--- src/rtl/uart_irq_pkg.sv ---
package uart_irq_pkg;

    localparam int NUM_SRC = 4;

    // priority slots: lower index wins
    localparam int SLOT_LINE  = 0;
    localparam int SLOT_RX    = 1;
    localparam int SLOT_TX    = 2;
    localparam int SLOT_MODEM = 3;

    // enable register bit positions
    localparam int EN_RX    = 0;
    localparam int EN_TX    = 1;
    localparam int EN_LINE  = 2;
    localparam int EN_MODEM = 3;

    typedef enum logic [2:0] {
        ID_MODEM = 3'b000,
        ID_TX    = 3'b001,
        ID_RX    = 3'b010,
        ID_LINE  = 3'b011
    } irq_id_e;

    typedef struct packed {
        logic arm;
        logic pend;
    } tx_state_t;

    function automatic irq_id_e slot_to_id(input int slot);
        case (slot)
            SLOT_LINE: return ID_LINE;
            SLOT_RX:   return ID_RX;
            SLOT_TX:   return ID_TX;
            default:   return ID_MODEM;
        endcase
    endfunction

endpackage

--- src/rtl/uart_irq_enable.sv ---
module uart_irq_enable #(
    parameter int DATA_W  = 8,
    parameter int EN_BITS = 4
) (
    input  logic              clk,
    input  logic              rst_n,
    input  logic              wr,
    input  logic [DATA_W-1:0] wdata,
    output logic [DATA_W-1:0] rdata
);
    localparam logic [DATA_W-1:0] KEEP_MASK = DATA_W'((1 << EN_BITS) - 1);

    typedef struct packed {
        logic [DATA_W-1:0] en;
    } en_state_t;

    en_state_t st_d, st_q;

    always_comb begin
        st_d = st_q;
        if (wr) begin
            st_d.en = wdata & KEEP_MASK;
        end
    end

    always_ff @(posedge clk or negedge rst_n) begin
        if (!rst_n) begin
            st_q <= '0;
        end else begin
            st_q <= st_d;
        end
    end

    assign rdata = st_q.en;


    en_write_chk: assert property (@(posedge clk) disable iff (!rst_n)
        wr |=> (rdata == ($past(wdata) & KEEP_MASK)));

endmodule

--- src/rtl/uart_irq_sources.sv ---
module uart_irq_sources
    import uart_irq_pkg::*;
#(
    parameter int LVL_W = 5,
    parameter int LS_W  = 4,
    parameter int MS_W  = 4
) (
    input  logic               clk,
    input  logic               rst_n,
    input  logic [3:0]         en,
    input  logic               fifo_mode,
    input  logic [LVL_W-1:0]   rx_level,
    input  logic [LVL_W-1:0]   rx_trigger,
    input  logic               thr_empty,
    input  logic               tx_fifo_empty,
    input  logic [LS_W-1:0]    line_err,
    input  logic [MS_W-1:0]    modem_delta,
    input  logic               thr_wr,
    input  logic               rd_clr,
    output logic [NUM_SRC-1:0] src
);
    tx_state_t st_d, st_q;
    logic      rx_cond;
    logic      tx_cond;
    logic      tx_arm;

    always_comb begin
        rx_cond = fifo_mode ? (rx_level >= rx_trigger) : (rx_level != '0);
        tx_cond = fifo_mode ? (thr_empty && tx_fifo_empty) : thr_empty;
        tx_arm  = tx_cond && en[EN_TX];

        st_d     = st_q;
        st_d.arm = tx_arm;
        if (!tx_arm) begin
            st_d.pend = 1'b0;
        end else if (thr_wr || rd_clr) begin
            st_d.pend = 1'b0;
        end else if (!st_q.arm) begin
            st_d.pend = 1'b1;
        end

        src             = '0;
        src[SLOT_LINE]  = en[EN_LINE] && (|line_err);
        src[SLOT_RX]    = en[EN_RX] && rx_cond;
        src[SLOT_TX]    = st_q.pend;
        src[SLOT_MODEM] = en[EN_MODEM] && (|modem_delta);
    end

    always_ff @(posedge clk or negedge rst_n) begin
        if (!rst_n) begin
            st_q <= '0;
        end else begin
            st_q <= st_d;
        end
    end


    tx_arm_sets_chk: assert property (@(posedge clk) disable iff (!rst_n)
        (tx_arm && !st_q.arm && !thr_wr && !rd_clr) |=> st_q.pend);


    tx_clear_chk: assert property (@(posedge clk) disable iff (!rst_n)
        (thr_wr || rd_clr) |=> !st_q.pend);


    tx_fifo_gate_chk: assert property (@(posedge clk) disable iff (!rst_n)
        (fifo_mode && !tx_fifo_empty) |=> !st_q.pend);

endmodule

--- src/rtl/uart_irq_prio.sv ---
module uart_irq_prio
    import uart_irq_pkg::*;
(
    input  logic [NUM_SRC-1:0] src,
    output logic               any,
    output irq_id_e            code
);
    always_comb begin
        any  = 1'b0;
        code = ID_MODEM;
        for (int i = NUM_SRC - 1; i >= 0; i--) begin
            if (src[i]) begin
                any  = 1'b1;
                code = slot_to_id(i);
            end
        end
    end
endmodule

--- src/rtl/uart_irq_ctrl.sv ---
module uart_irq_ctrl
    import uart_irq_pkg::*;
#(
    parameter int DATA_W  = 8,
    parameter int EN_BITS = 4,
    parameter int LVL_W   = 5,
    parameter int LS_W    = 4,
    parameter int MS_W    = 4
) (
    input  logic              clk,
    input  logic              rst_n,
    input  logic              ier_wr,
    input  logic [DATA_W-1:0] ier_wdata,
    output logic [DATA_W-1:0] ier_rdata,
    input  logic              fifo_mode,
    input  logic [LVL_W-1:0]  rx_level,
    input  logic [LVL_W-1:0]  rx_trigger,
    input  logic              thr_empty,
    input  logic              tx_fifo_empty,
    input  logic [LS_W-1:0]   line_err,
    input  logic [MS_W-1:0]   modem_delta,
    input  logic              iir_rd,
    input  logic              thr_wr,
    output logic              irq,
    output logic [3:0]        irq_id
);
    logic [NUM_SRC-1:0] src;
    logic               any;
    irq_id_e            code;
    logic               rd_clr;

    uart_irq_enable #(.DATA_W(DATA_W), .EN_BITS(EN_BITS)) i_enable (
        .clk   (clk),
        .rst_n (rst_n),
        .wr    (ier_wr),
        .wdata (ier_wdata),
        .rdata (ier_rdata)
    );

    uart_irq_sources #(.LVL_W(LVL_W), .LS_W(LS_W), .MS_W(MS_W)) i_sources (
        .clk           (clk),
        .rst_n         (rst_n),
        .en            (ier_rdata[3:0]),
        .fifo_mode     (fifo_mode),
        .rx_level      (rx_level),
        .rx_trigger    (rx_trigger),
        .thr_empty     (thr_empty),
        .tx_fifo_empty (tx_fifo_empty),
        .line_err      (line_err),
        .modem_delta   (modem_delta),
        .thr_wr        (thr_wr),
        .rd_clr        (rd_clr),
        .src           (src)
    );

    uart_irq_prio i_prio (
        .src  (src),
        .any  (any),
        .code (code)
    );

    assign rd_clr = iir_rd && any && (code == ID_TX);
    assign irq    = any;
    assign irq_id = {code, ~any};


    line_top_chk: assert property (@(posedge clk) disable iff (!rst_n)
        (ier_rdata[EN_LINE] && (|line_err)) |-> (irq_id == {ID_LINE, 1'b0}));


    rx_plain_chk: assert property (@(posedge clk) disable iff (!rst_n)
        (ier_rdata[EN_RX] && !fifo_mode && (rx_level != '0)
         && !(ier_rdata[EN_LINE] && (|line_err))) |-> (irq_id == {ID_RX, 1'b0}));


    masked_quiet_chk: assert property (@(posedge clk) disable iff (!rst_n)
        (ier_rdata[3:0] == 4'b0000) |=> (!irq || $past(ier_wr)));

endmodule

--- config.mk ---
export PLATFORM = sky130hd
export DESIGN_NAME = uart_irq_ctrl
export DESIGN_NICKNAME = d
export VERILOG_FILES = /design/src/rtl/uart_irq_pkg.sv /design/src/rtl/uart_irq_enable.sv /design/src/rtl/uart_irq_sources.sv /design/src/rtl/uart_irq_prio.sv /design/src/rtl/uart_irq_ctrl.sv
export SDC_FILE = /design/constraint.sdc
export NUM_CORES = 1
export LEC_CHECK = 0
export ABC_AREA = 0
export BUFFER_PORTS_ARGS = -buffer_cell sky130_fd_sc_hd__buf_2
export CORE_MARGIN = 4
export CORE_UTILIZATION = 35
export CTS_CLUSTER_SIZE = 40
export DETAILED_ROUTE_END_ITERATION = 6
export PLACE_DENSITY_LB_ADDON = 0.2
export SYNTH_ARGS = -nofsm -noshare
export SYNTH_HDL_FRONTEND = slang
export SYNTH_SLANG_ARGS = --single-unit
--- constraint.sdc ---
create_clock -name clk -period 1.7 [get_ports clk]
set_clock_uncertainty 0.05 [all_clocks]
set_input_delay 0.085 -clock clk [delete_from_list [all_inputs] [get_ports clk]]
set_output_delay 0.085 -clock clk [all_outputs]
set_load 0.05 [all_outputs]
==> results of run 1 <==
==> cell families after synthesis <==
kind of cell | after synthesis
buf+inv | 12
other cells | 1
flops | 6
mux | 4
fa+ha+maj | 5
simple gates | 13
compound gates | 11
==> final timing paths <==
check | from | end | slack [ps] | depth (start not counted)
min in group asynchronous | rst_n | i_enable.rdata[1]$_DFFE_PN0P_ | 170 | 2
setup / recovery | rx_level[0] | irq | -3 | 7
hold / removal | ier_wdata[0] | i_enable.rdata[0]$_DFFE_PN0P_ | 20 | 2
max in group asynchronous | rst_n | i_enable.rdata[2]$_DFFE_PN0P_ | 1270 | 2
hold reg to reg | i_sources.st_q[1]$_DFF_PN0_ | i_sources.src[2]$_DFFE_PN0P_ | 480 | 2
setup reg to reg | i_enable.rdata[2]$_DFFE_PN0P_ | i_sources.src[2]$_DFFE_PN0P_ | 450 | 4
==> per-layer routing <==
layer | GRT usage | routed length, µm
met4 | 0.0341 | 0
met1 | 0.151 | 475
met5 | 0 | 0
met2 | 0.250 | 662
met3 | 0.0593 | 120
==> report_power, final <==
group	total (W)	internal, W	switching [W]
clock network	0.000141	0.0000890	0.0000525
logic	0.000262	0.0000972	0.000164
registers	0.000169	0.000156	0.0000133
==> stage by stage <==
stage	power [W]	TNS, ps	hold WS [ps]
floorplan	0.000355	-30.7	-261
global placement	0.000416	-54.8	-134
detailed placement	0.000421	-111	-131
CTS	0.000578	-24.9	12.4
global route	0.000619	-117	9.72
finish	0.000572	-3.48	21.3
==> cell usage in the layout (no fill, tap or decap), types with 2 or more instances in the layout <==
cell	count
ha_1	5
nand2b_1	2
buf_4	2
dfrtp_1	5
clkbuf_4	4
inv_1	7
nand2_1	4
nand3_1	2
a21oi_1	4
buf_2	33
conb_1	5
mux2_2	4
==> cell type report <==
cell class | count | area, µm² | share of cell area
Multi-Input combinational cell | 38 | 328 | 0.423
Timing Repair Buffer | 39 | 224 | 0.289
Sequential cell | 6 | 151 | 0.195
Clock buffer | 4 | 26.3 | 0.0339
Inverter | 7 | 26.3 | 0.0339
Tap cell | 15 | 18.8 | 0.0242
==> what timing repair did <==
| action | 4_1_cts | 5_1_grt |
|---|---|---|
| gates resized for setup | 3 | 3 |
| hold endpoints to repair | 6 | 0 |
| hold buffers | 1 | 0 |
| endpoints found under the setup margin | 2 | 3 |
==> state kept, by name, summed over array words and instances, names as in the netlist <==
signal,flops
i_enable.rdata,4
i_sources.src,1
i_sources.st_q,1
==> critical path, delay by kind of cell <==
| kind | cells | cell delay (ps) |
|---|---|---|
| AND/OR/NAND/NOR | 2 | 610 |
| AO/OA/AOI/OAI | 3 | 630 |
| buffers and inverters | 2 | 240 |
==> reports/results.txt, run 1 <==
Vias in the first global route = 507
Distinct cells, synth = 22
Worst setup EP type = primary output
Longest Clk Path Bufs = 2
Share of the core filled with cells = 0.581
Proportion of synthesized chip area in sequential cells = 0.297
Final setup margin = -3.48 ps
Final GP Congestion = 0.711
Post-Synth Simple-Gate Area = 0.153
Most area-hungry cell type in the Yosys netlist = dfrtp_1
Max Clk Rate = 587 MHz
Via count = 486
Core ar. = 1330 µm²
Final Max Tran Viols = 0
Ys async rst share = 1.00
Post-synth EDFFs = 0
Worst IR Drop VDD = 0.000597 V
Io pins = 47
Post-DP Area = 717 µm²
Worst path max stage delay = 540 ps
Largest family of logic cells by synthesized area = compound AO/OA/AOI/OAI gates
Main synth FF type = dfrtp_1
Critical Path RT = 1560 ps
Clk_lat worst skew = 250 ps
Port Buffers = 37
Setup CP Type = in -> out
Via density per instance = 4.46
Rows = 13
DR iter-0 viols = 2
RSZ-0062 raised after global routing = true
Drt pass-1 iters = 2
# Max-Cap Violations = 0
Wirelength per Cell = 11.6 µm
Cell area after synthesis = 505 µm²
Final setup viols = 1
Final nets = 134
Total Wirelength = 1260 µm
Worst setup SP type = input pin
First-pass GRT wire length = 2060 µm
Post-Synth Adder-Cell Area = 0.124
Hpwl dp = 1090 µm
Failing checks = setup timing
TritonCTS Buffers = 3
Post-Layout Cell Count = 109
Initial antenna violation count = 0
Outcome = finished, violations left
Top-area cell type share of the netlist area = 0.297
Synth Area in Compound Gates = 0.203
Die Width = 46.0 µm
Total GRT Usage = 0.140
Largest net degree at the start of global routing = 7
Leakage = 0.422 nW
Mux share of post-synthesis cell area = 0.0891
Post-layout min period = 1700 ps
Hold/Removal Path Class = in -> reg
Initial Util = 0.379
Yosys warning total = 0
Place WS = -72.7 ps
Layout cell share with drive strength beyond 1 = 0.543
Post-Syn Instances = 52
Clock Tree Root = clkbuf_4
Worst Path Max Fanout = 4
Synth area leaders = dfrtp_1 30%, ha_1 12%, mux2_2 8.9%
Pwr per Cell Area = 739 nW/µm²
Die area = 2120 µm²
DRC violations left = 0
Detail Route Antenna Nets = 0
# fillers = 129
#FFs+latches synth = 6
Final worst path period share = 1.00
Crit-path slowest cell = or4_4
CTS tree = yes
Final Cell Area = 774 µm²
Top cells by count, synth = 7 x inv_1, 6 x dfrtp_1, 5 x buf_4, 5 x ha_1
H-tree levels = 1
Synth Area in XOR/XNOR = 0
Area Overhead vs Synth = 53.2%
Post-CTS Setup Bufs = 0
Average size of a mapped cell = 9.72 µm²
Diodes inserted = 0
CTS Sinks = 6
Worst-path cell chain = buf_6, or4_4, o31ai_4, nand2b_1, a21boi_4, a211o_4, buf_8
Crit path DAT = 1570 ps
Die height = 46.0 µm
Final Hold Violating Endpoints = 0
Placed Cells = 104
Top-count cell post-synth = inv_1
CTS clk-pin slew, worst paths = 50 ps
Grt total ovfl = 0
Power figures use the tool's default switching activity.
==> inputs of run 2 (changes only) <==
--- a/config.mk
+++ b/config.mk
@@ -8,10 +8,11 @@
 export ABC_AREA = 0
 export BUFFER_PORTS_ARGS = -buffer_cell sky130_fd_sc_hd__buf_2
 export CORE_MARGIN = 4
-export CORE_UTILIZATION = 35
+export CORE_UTILIZATION = 34
 export CTS_CLUSTER_SIZE = 40
 export DETAILED_ROUTE_END_ITERATION = 6
 export PLACE_DENSITY_LB_ADDON = 0.2
 export SYNTH_ARGS = -nofsm -noshare
 export SYNTH_HDL_FRONTEND = slang
+export SYNTH_HIERARCHICAL = 1
 export SYNTH_SLANG_ARGS = --single-unit
==> reports/results.txt, run 2 <==
Outcome = finished, violations left
Failing checks = setup timing
Main synth FF type = dfrtp_1
Diodes inserted = 0 (unchanged)
Top-area cell type share of the netlist area = 0.312 (+0.0147)
Post-Layout Cell Count = 114 (+4.6%)
DRC violations left = 0 (unchanged)
Power, Total = 0.000593 W (+3.6%)
Post-DP Area = 719 µm² (+0.35%)
Worst setup SP type = input pin
First-pass GRT wire length = 1810 µm (-12%)
Distinct cells, synth = 22 (unchanged)
Crit path DAT = 1850 ps (+280 ps)
Most frequent cells in the layout = 32 x buf_2, 10 x buf_4, 6 x dfrtp_1, 6 x inv_1, 5 x conb_1
Worst IR Drop VDD = 0.000509 V (-15%)
#FFs+latches synth = 6 (unchanged)
Leakage = 0.474 nW (+12%)
Initial antenna violation count = 0 (unchanged)
Reg2reg start = i_enable/rdata[0]$_DFFE_PN0P_
Final Max Tran Viols = 0 (unchanged)
Detail Route Antenna Nets = 0 (unchanged)
Top-count cell post-synth = inv_1
Worst setup path startpoint = rx_level[0]
DR iter-0 viols = 1 (-1)
CP dominant cell by count = buf_6
Placed Cells = 107 (+2.9%)
Clock Tree Root = clkbuf_4
Post-layout min period = 1990 ps (+285 ps)
Grt total ovfl = 0 (unchanged)
Hpwl dp = 1040 µm (-4.5%)
Vias in the first global route = 479 (-5.5%)
Max Clk Rate = 503 MHz (-14%)
TritonCTS Buffers = 3 (unchanged)
Area Overhead vs Synth = 77.4%
Worst setup EP type = primary output
# fillers = 122 (-5.4%)
Largest register FFs = 4 (unchanged)
Rows = 13 (unchanged)
Final worst path period share = 1.17 (+0.168)
Drt pass-1 iters = 2 (unchanged)
Hold_sp = ier_wdata[3]
Io pins = 47 (unchanged)
Final Cell Area = 855 µm² (+10%)
Total GRT Usage = 0.121 (-0.0195)
Layout cell share with drive strength beyond 1 = 0.646 (+0.104)
Ys async rst share = 1.00 (unchanged)
Post-synth EDFFs = 0 (unchanged)
Final GP Congestion = 0.732 (+3.0%)
Final setup viols = 4 (+3)
Worst path max stage delay = 540 ps (about the same)
Clk_lat worst skew = 240 ps (about the same)
Final setup margin = -288 ps (-285 ps)
CTS tree = yes
Critical Path RT = 1560 ps (about the same)
Crit-path slowest cell = or4_4
Share of the core filled with cells = 0.649 (+0.0679)
Post-Syn Instances = 50 (-3.8%)
Die area = 2080 µm² (-1.6%)
Place WS = -478 ps (-405 ps)
Total Wirelength = 1250 µm (-0.95%)
Setup CP Type = in -> out
Synth area leaders = dfrtp_1 31%, ha_1 13%, buf_4 9.4%
CTS Sinks = 6 (unchanged)
Longest Clk Path Bufs = 2 (unchanged)
Via count = 517 (+6.4%)
Initial Util = 0.366 (-0.0134)
Pwr per Cell Area = 694 nW/µm² (-6.1%)
Cell family with most CP delay = simple AND/OR/NAND/NOR gates
Wirelength per Cell = 10.9 µm (-5.3%)
H-tree levels = 1 (unchanged)
Die height = 45.6 µm (-0.79%)
WP buf/inv = 4 (+2)
Largest net degree at the start of global routing = 7 (unchanged)
Cell area after synthesis = 482 µm² (-4.7%)
CTS clk-pin slew, worst paths = 40 ps (about the same)
Worst-path cell chain = buf_6, or4_4, o31ai_4, a21oi_2, or2_4, or3_4, buf_6, inv_2, buf_8
Average size of a mapped cell = 9.63 µm² (-0.89%)
Port Buffers = 37 (unchanged)
Proportion of synthesized chip area in sequential cells = 0.312 (+0.0147)
Most area-hungry cell type in the Yosys netlist = dfrtp_1
RSZ-0062 raised after global routing = true
Via density per instance = 4.54 (+1.7%)
# Max-Cap Violations = 0 (unchanged)
Core ar. = 1320 µm² (-1.2%)
Commonest non-fill, non-tap cell in the layout = buf_2
Hold/Removal Path Class = in -> reg
Final nets = 140 (+4.5%)
Yosys warning total = 6 (+6)
Worst Path Max Fanout = 2 (-2)
Die Width = 45.6 µm (-0.79%)
Final Hold Violating Endpoints = 0 (unchanged)
Top cells by count, synth = 8 x inv_1, 6 x buf_4, 6 x dfrtp_1
==> run 2: path summary, 6_finish.rpt <==
check                                           endpoint  slack, ps  cells past startpoint
max                                            irq_id[0]       -290                      9
min                        i_enable/rdata[3]$_DFFE_PN0P_         20                      2
max reg2reg                 i_sources/src[2]$_DFFE_PN0P_         50                      6
min reg2reg                i_enable/rdata[3]$_DFFE_PN0P_        480                      1
max in group asynchronous  i_enable/rdata[0]$_DFFE_PN0P_       1290                      2
min in group asynchronous  i_enable/rdata[3]$_DFFE_PN0P_        170                      2
==> run 2: worst register-to-register path, cell delays in order, from the launching register on <==
cell and delay (ps):
dfrtp_1 400, o31ai_4 70, a21oi_2 50, or2_4 260
or3_4 330, and4_1 170, nor4b_2 230
==> run 2: cells by family (layout without fill, tap and decap cells) <==
logic type,Yosys count,after routing,synth area share
AND/OR/NAND/NOR,10,10,0.138
flip-flops,6,6,0.312
other,2,5,0.0156
AO/OA/AOI/OAI,9,9,0.156
multiplexers,4,4,0.0935
buffers and inverters,14,60,0.156
adder cells (fa/ha/maj),5,5,0.130
==> run 2: timing repair <==
item | in CTS | in global routing
pin swaps | 1 | 1
setup endpoints to repair | 5 | 5
hold endpoints to repair | 7 | 0
setup buffers | 1 | 1
gates resized for setup | 12 | 9
hold buffers | 2 | 0
==> run 2: where the power goes <==
group          internal [W]  switching (W)
registers          0.000156     0.00000823
clock network     0.0000797      0.0000490
logic              0.000132       0.000168
==> run 2: stage by stage <==
step	hold WS [ps]	setup TNS (ps)
finish	24.4	-719
global route	14.0	-890
CTS	20.6	-734
detailed placement	-137	-1260
global placement	-135	-1150
floorplan	-261	-980
==> run 2: routing by layer <==
metal / part of all wire / track usage / vias to the layer above
met5: 0 / 0 / -
met4: 0 / 0.0351 / 0
met3: 0.089 / 0.0474 / 0
met2: 0.50 / 0.203 / 22
met1: 0.41 / 0.140 / 231
li1: - / - / 264
==> run 2: cell type report <==
type / instances / area (µm²) / share of cell area
repair buffers: 49 / 323 / 0.378
multi-input cells: 33 / 310 / 0.363
flip-flops and latches: 6 / 150 / 0.176
inverters: 8 / 30.0 / 0.0351
clock buffers: 3 / 22.5 / 0.0264
well taps: 15 / 18.8 / 0.0220
==> inputs of run 3 (changes only) <==
--- a/config.mk
+++ b/config.mk
@@ -8,7 +8,8 @@
 export ABC_AREA = 0
 export BUFFER_PORTS_ARGS = -buffer_cell sky130_fd_sc_hd__buf_2
 export CORE_MARGIN = 4
-export CORE_UTILIZATION = 34
+export CORE_UTILIZATION = 36
+export CTS_BUF_LIST = sky130_fd_sc_hd__clkbuf_2 sky130_fd_sc_hd__clkbuf_4 sky130_fd_sc_hd__clkbuf_8
 export CTS_CLUSTER_SIZE = 40
 export DETAILED_ROUTE_END_ITERATION = 6
 export PLACE_DENSITY_LB_ADDON = 0.2
==> constraint.sdc (replaced) <==
create_clock -name clk -period 2 [get_ports clk]
set_clock_uncertainty 0.05 [all_clocks]
set_input_delay 0.1 -clock clk [delete_from_list [all_inputs] [get_ports clk]]
set_output_delay 0.1 -clock clk [all_outputs]
set_load 0.05 [all_outputs]
==> reports/results.txt, run 3 (synthesis gave the netlist of run 2 again) <==
Post-CTS Setup Bufs = 0 (-1)
Vias in the first global route = 467 (-2.5%)
Place WS = -250 ps (+228 ps)
Most frequent cells in the layout = 36 x buf_2, 8 x inv_1, 6 x dfrtp_1
First-pass GRT wire length = 1750 µm (-3.4%)
Post-DP Area = 688 µm² (-4.3%)
TritonCTS Buffers = 3 (unchanged)
Final GP Congestion = 0.771 (+5.3%)
Largest register FFs = 4 (unchanged)
Detail Route Antenna Nets = 0 (unchanged)
Worst setup SP type = input pin
Reg2reg start = i_enable/rdata[0]$_DFFE_PN0P_
Core ar. = 1190 µm² (-10%)
Worst Path Max Fanout = 3 (+1)
Critical Path RT = 1850 ps (+290 ps)
Layout cell share with drive strength beyond 1 = 0.581 (-0.0658)
Initial antenna violation count = 0 (unchanged)
Leakage = 0.433 nW (-8.7%)
Wirelength per Cell = 10.7 µm (-2.1%)
Die area = 1990 µm² (-4.6%)
Final Max Tran Viols = 0 (unchanged)
Final worst path period share = 0.972
Diodes inserted = 0 (unchanged)
TNS Setup = 0 ps (+719 ps)
WP buf/inv = 3 (-1)
Setup CP Type = in -> out
Hpwl dp = 1020 µm (-2.1%)
DRC violations left = 0 (unchanged)
Longest Clk Path Bufs = 2 (unchanged)
Largest net degree at the start of global routing = 7 (unchanged)
Worst setup path startpoint = rx_level[0]
Via density per instance = 4.66 (+2.8%)
Area Overhead vs Synth = 56.9%
Final setup margin = 55.5 ps (+344 ps)
Clock Tree Root = clkbuf_4
Worst path max stage delay = 540 ps (about the same)
Cell family with most CP delay = simple AND/OR/NAND/NOR gates
DR iter-0 viols = 2 (+1)
Pwr per Cell Area = 611 nW/µm² (-12%)
CTS tree = yes
Worst IR Drop VDD = 0.000353 V (-31%)
Crit path DAT = 1790 ps (-60 ps)
Hold_sp = ier_wdata[3]
Total GRT Usage = 0.126 (+0.00499)
Final setup viols = 0 (-4)
Drt pass-1 iters = 2 (unchanged)
Rows = 12 (-1)
Final Cell Area = 756 µm² (-12%)
Crit-path slowest cell = or4_4
Max Clk Rate = 514 MHz
Clk_lat worst skew = 240 ps (about the same)
Outcome = completed
Worst-path cell chain = buf_2, or4_4, o31ai_4, a21oi_2, or2_4, or3_4, inv_1, buf_6
Post-layout min period = 1940 ps
# fillers = 111 (-9.0%)
CTS clk-pin slew, worst paths = 40 ps (about the same)
Worst setup EP type = primary output
Initial Util = 0.406 (+0.0405)
# Max-Cap Violations = 0 (unchanged)
H-tree levels = 1 (unchanged)
Post-Layout Cell Count = 107 (-6.1%)
Commonest non-fill, non-tap cell in the layout = buf_2
CTS Sinks = 6 (unchanged)
Io pins = 47 (unchanged)
Via count = 499 (-3.5%)
Port Buffers = 37 (unchanged)
Final Hold Violating Endpoints = 0 (unchanged)
Hold/Removal Path Class = in -> reg
Die Width = 44.6 µm (-2.3%)
Final nets = 134 (-4.3%)
Placed Cells = 102 (-4.7%)
Grt total ovfl = 0 (unchanged)
Total Wirelength = 1150 µm (-8.1%)
Die height = 44.6 µm (-2.3%)
-- run 3: cell types whose count changed in the layout (fill, tap and decap cells not counted), sizes merged --
cell  previous run  this run
buf             47        41
-- run 3: cell type report --
cell class,count,area (µm²),area share
multi-input cells,33,294,0.389
repair buffers,43,241,0.320
flip-flops and latches,6,150,0.199
inverters,8,30.0,0.0397
clock buffers,3,22.5,0.0298
well taps,14,17.5,0.0232
-- run 3: path summary, 6_finish.rpt --
check                           slack [ps]  depth (start not counted)                            end
worst max-delay path                    60                          8                      irq_id[0]
worst min-delay path                    40                          2  i_enable/rdata[3]$_DFFE_PN0P_
worst max register to register         300                          6   i_sources/src[2]$_DFFE_PN0P_
worst min register to register         480                          1  i_enable/rdata[3]$_DFFE_PN0P_
max in group asynchronous             1600                          2  i_enable/rdata[0]$_DFFE_PN0P_
min in group asynchronous              160                          2  i_enable/rdata[2]$_DFFE_PN0P_
-- run 3: through the flow --
| step | power, W | util | hold slack (ps) |
|---|---|---|---|
| after global placement | 0.000340 | 0.580 | -120 |
| after CTS | 0.000466 | 0.618 | 24.0 |
| after floorplan | 0.000284 | - | -246 |
| after global routing | 0.000492 | 0.637 | 36.7 |
| final | 0.000461 | 0.637 | 36.4 |
| after detailed placement | 0.000343 | 0.580 | -118 |
-- run 3: what timing repair did --
| action | 4_1_cts | 5_1_grt |
|---|---|---|
| setup endpoints to repair | 1 | 3 |
| hold buffers | 2 | 0 |
| pin swaps | 0 | 0 |
| hold endpoints to repair | 7 | 0 |
| gates resized for setup | 1 | 4 |
-- run 3: worst reg2reg max path, cell delays in order, from the launching register on --
cell	delay [ps]
dfrtp_1	410
o31ai_4	70
a21oi_2	50
or2_4	250
or3_4	330
and4_1	170
nor4b_2	270
-- run 3: report_power, final --
part           total, W  leakage, nW  switching (W)  internal [W]
Combinational  0.000211        0.345       0.000132     0.0000787
Sequential     0.000140       0.0736     0.00000737      0.000132
Clock          0.000111       0.0138      0.0000430     0.0000678
-- run 3: routing by layer --
layer | GRT usage | part of all wire | vias up
met3 | 0.0407 | 0.16 | 2
met5 | 0 | 0 | -
li1 | - | - | 250
met1 | 0.117 | 0.35 | 215
met2 | 0.218 | 0.48 | 32
met4 | 0.108 | 0.017 | 0
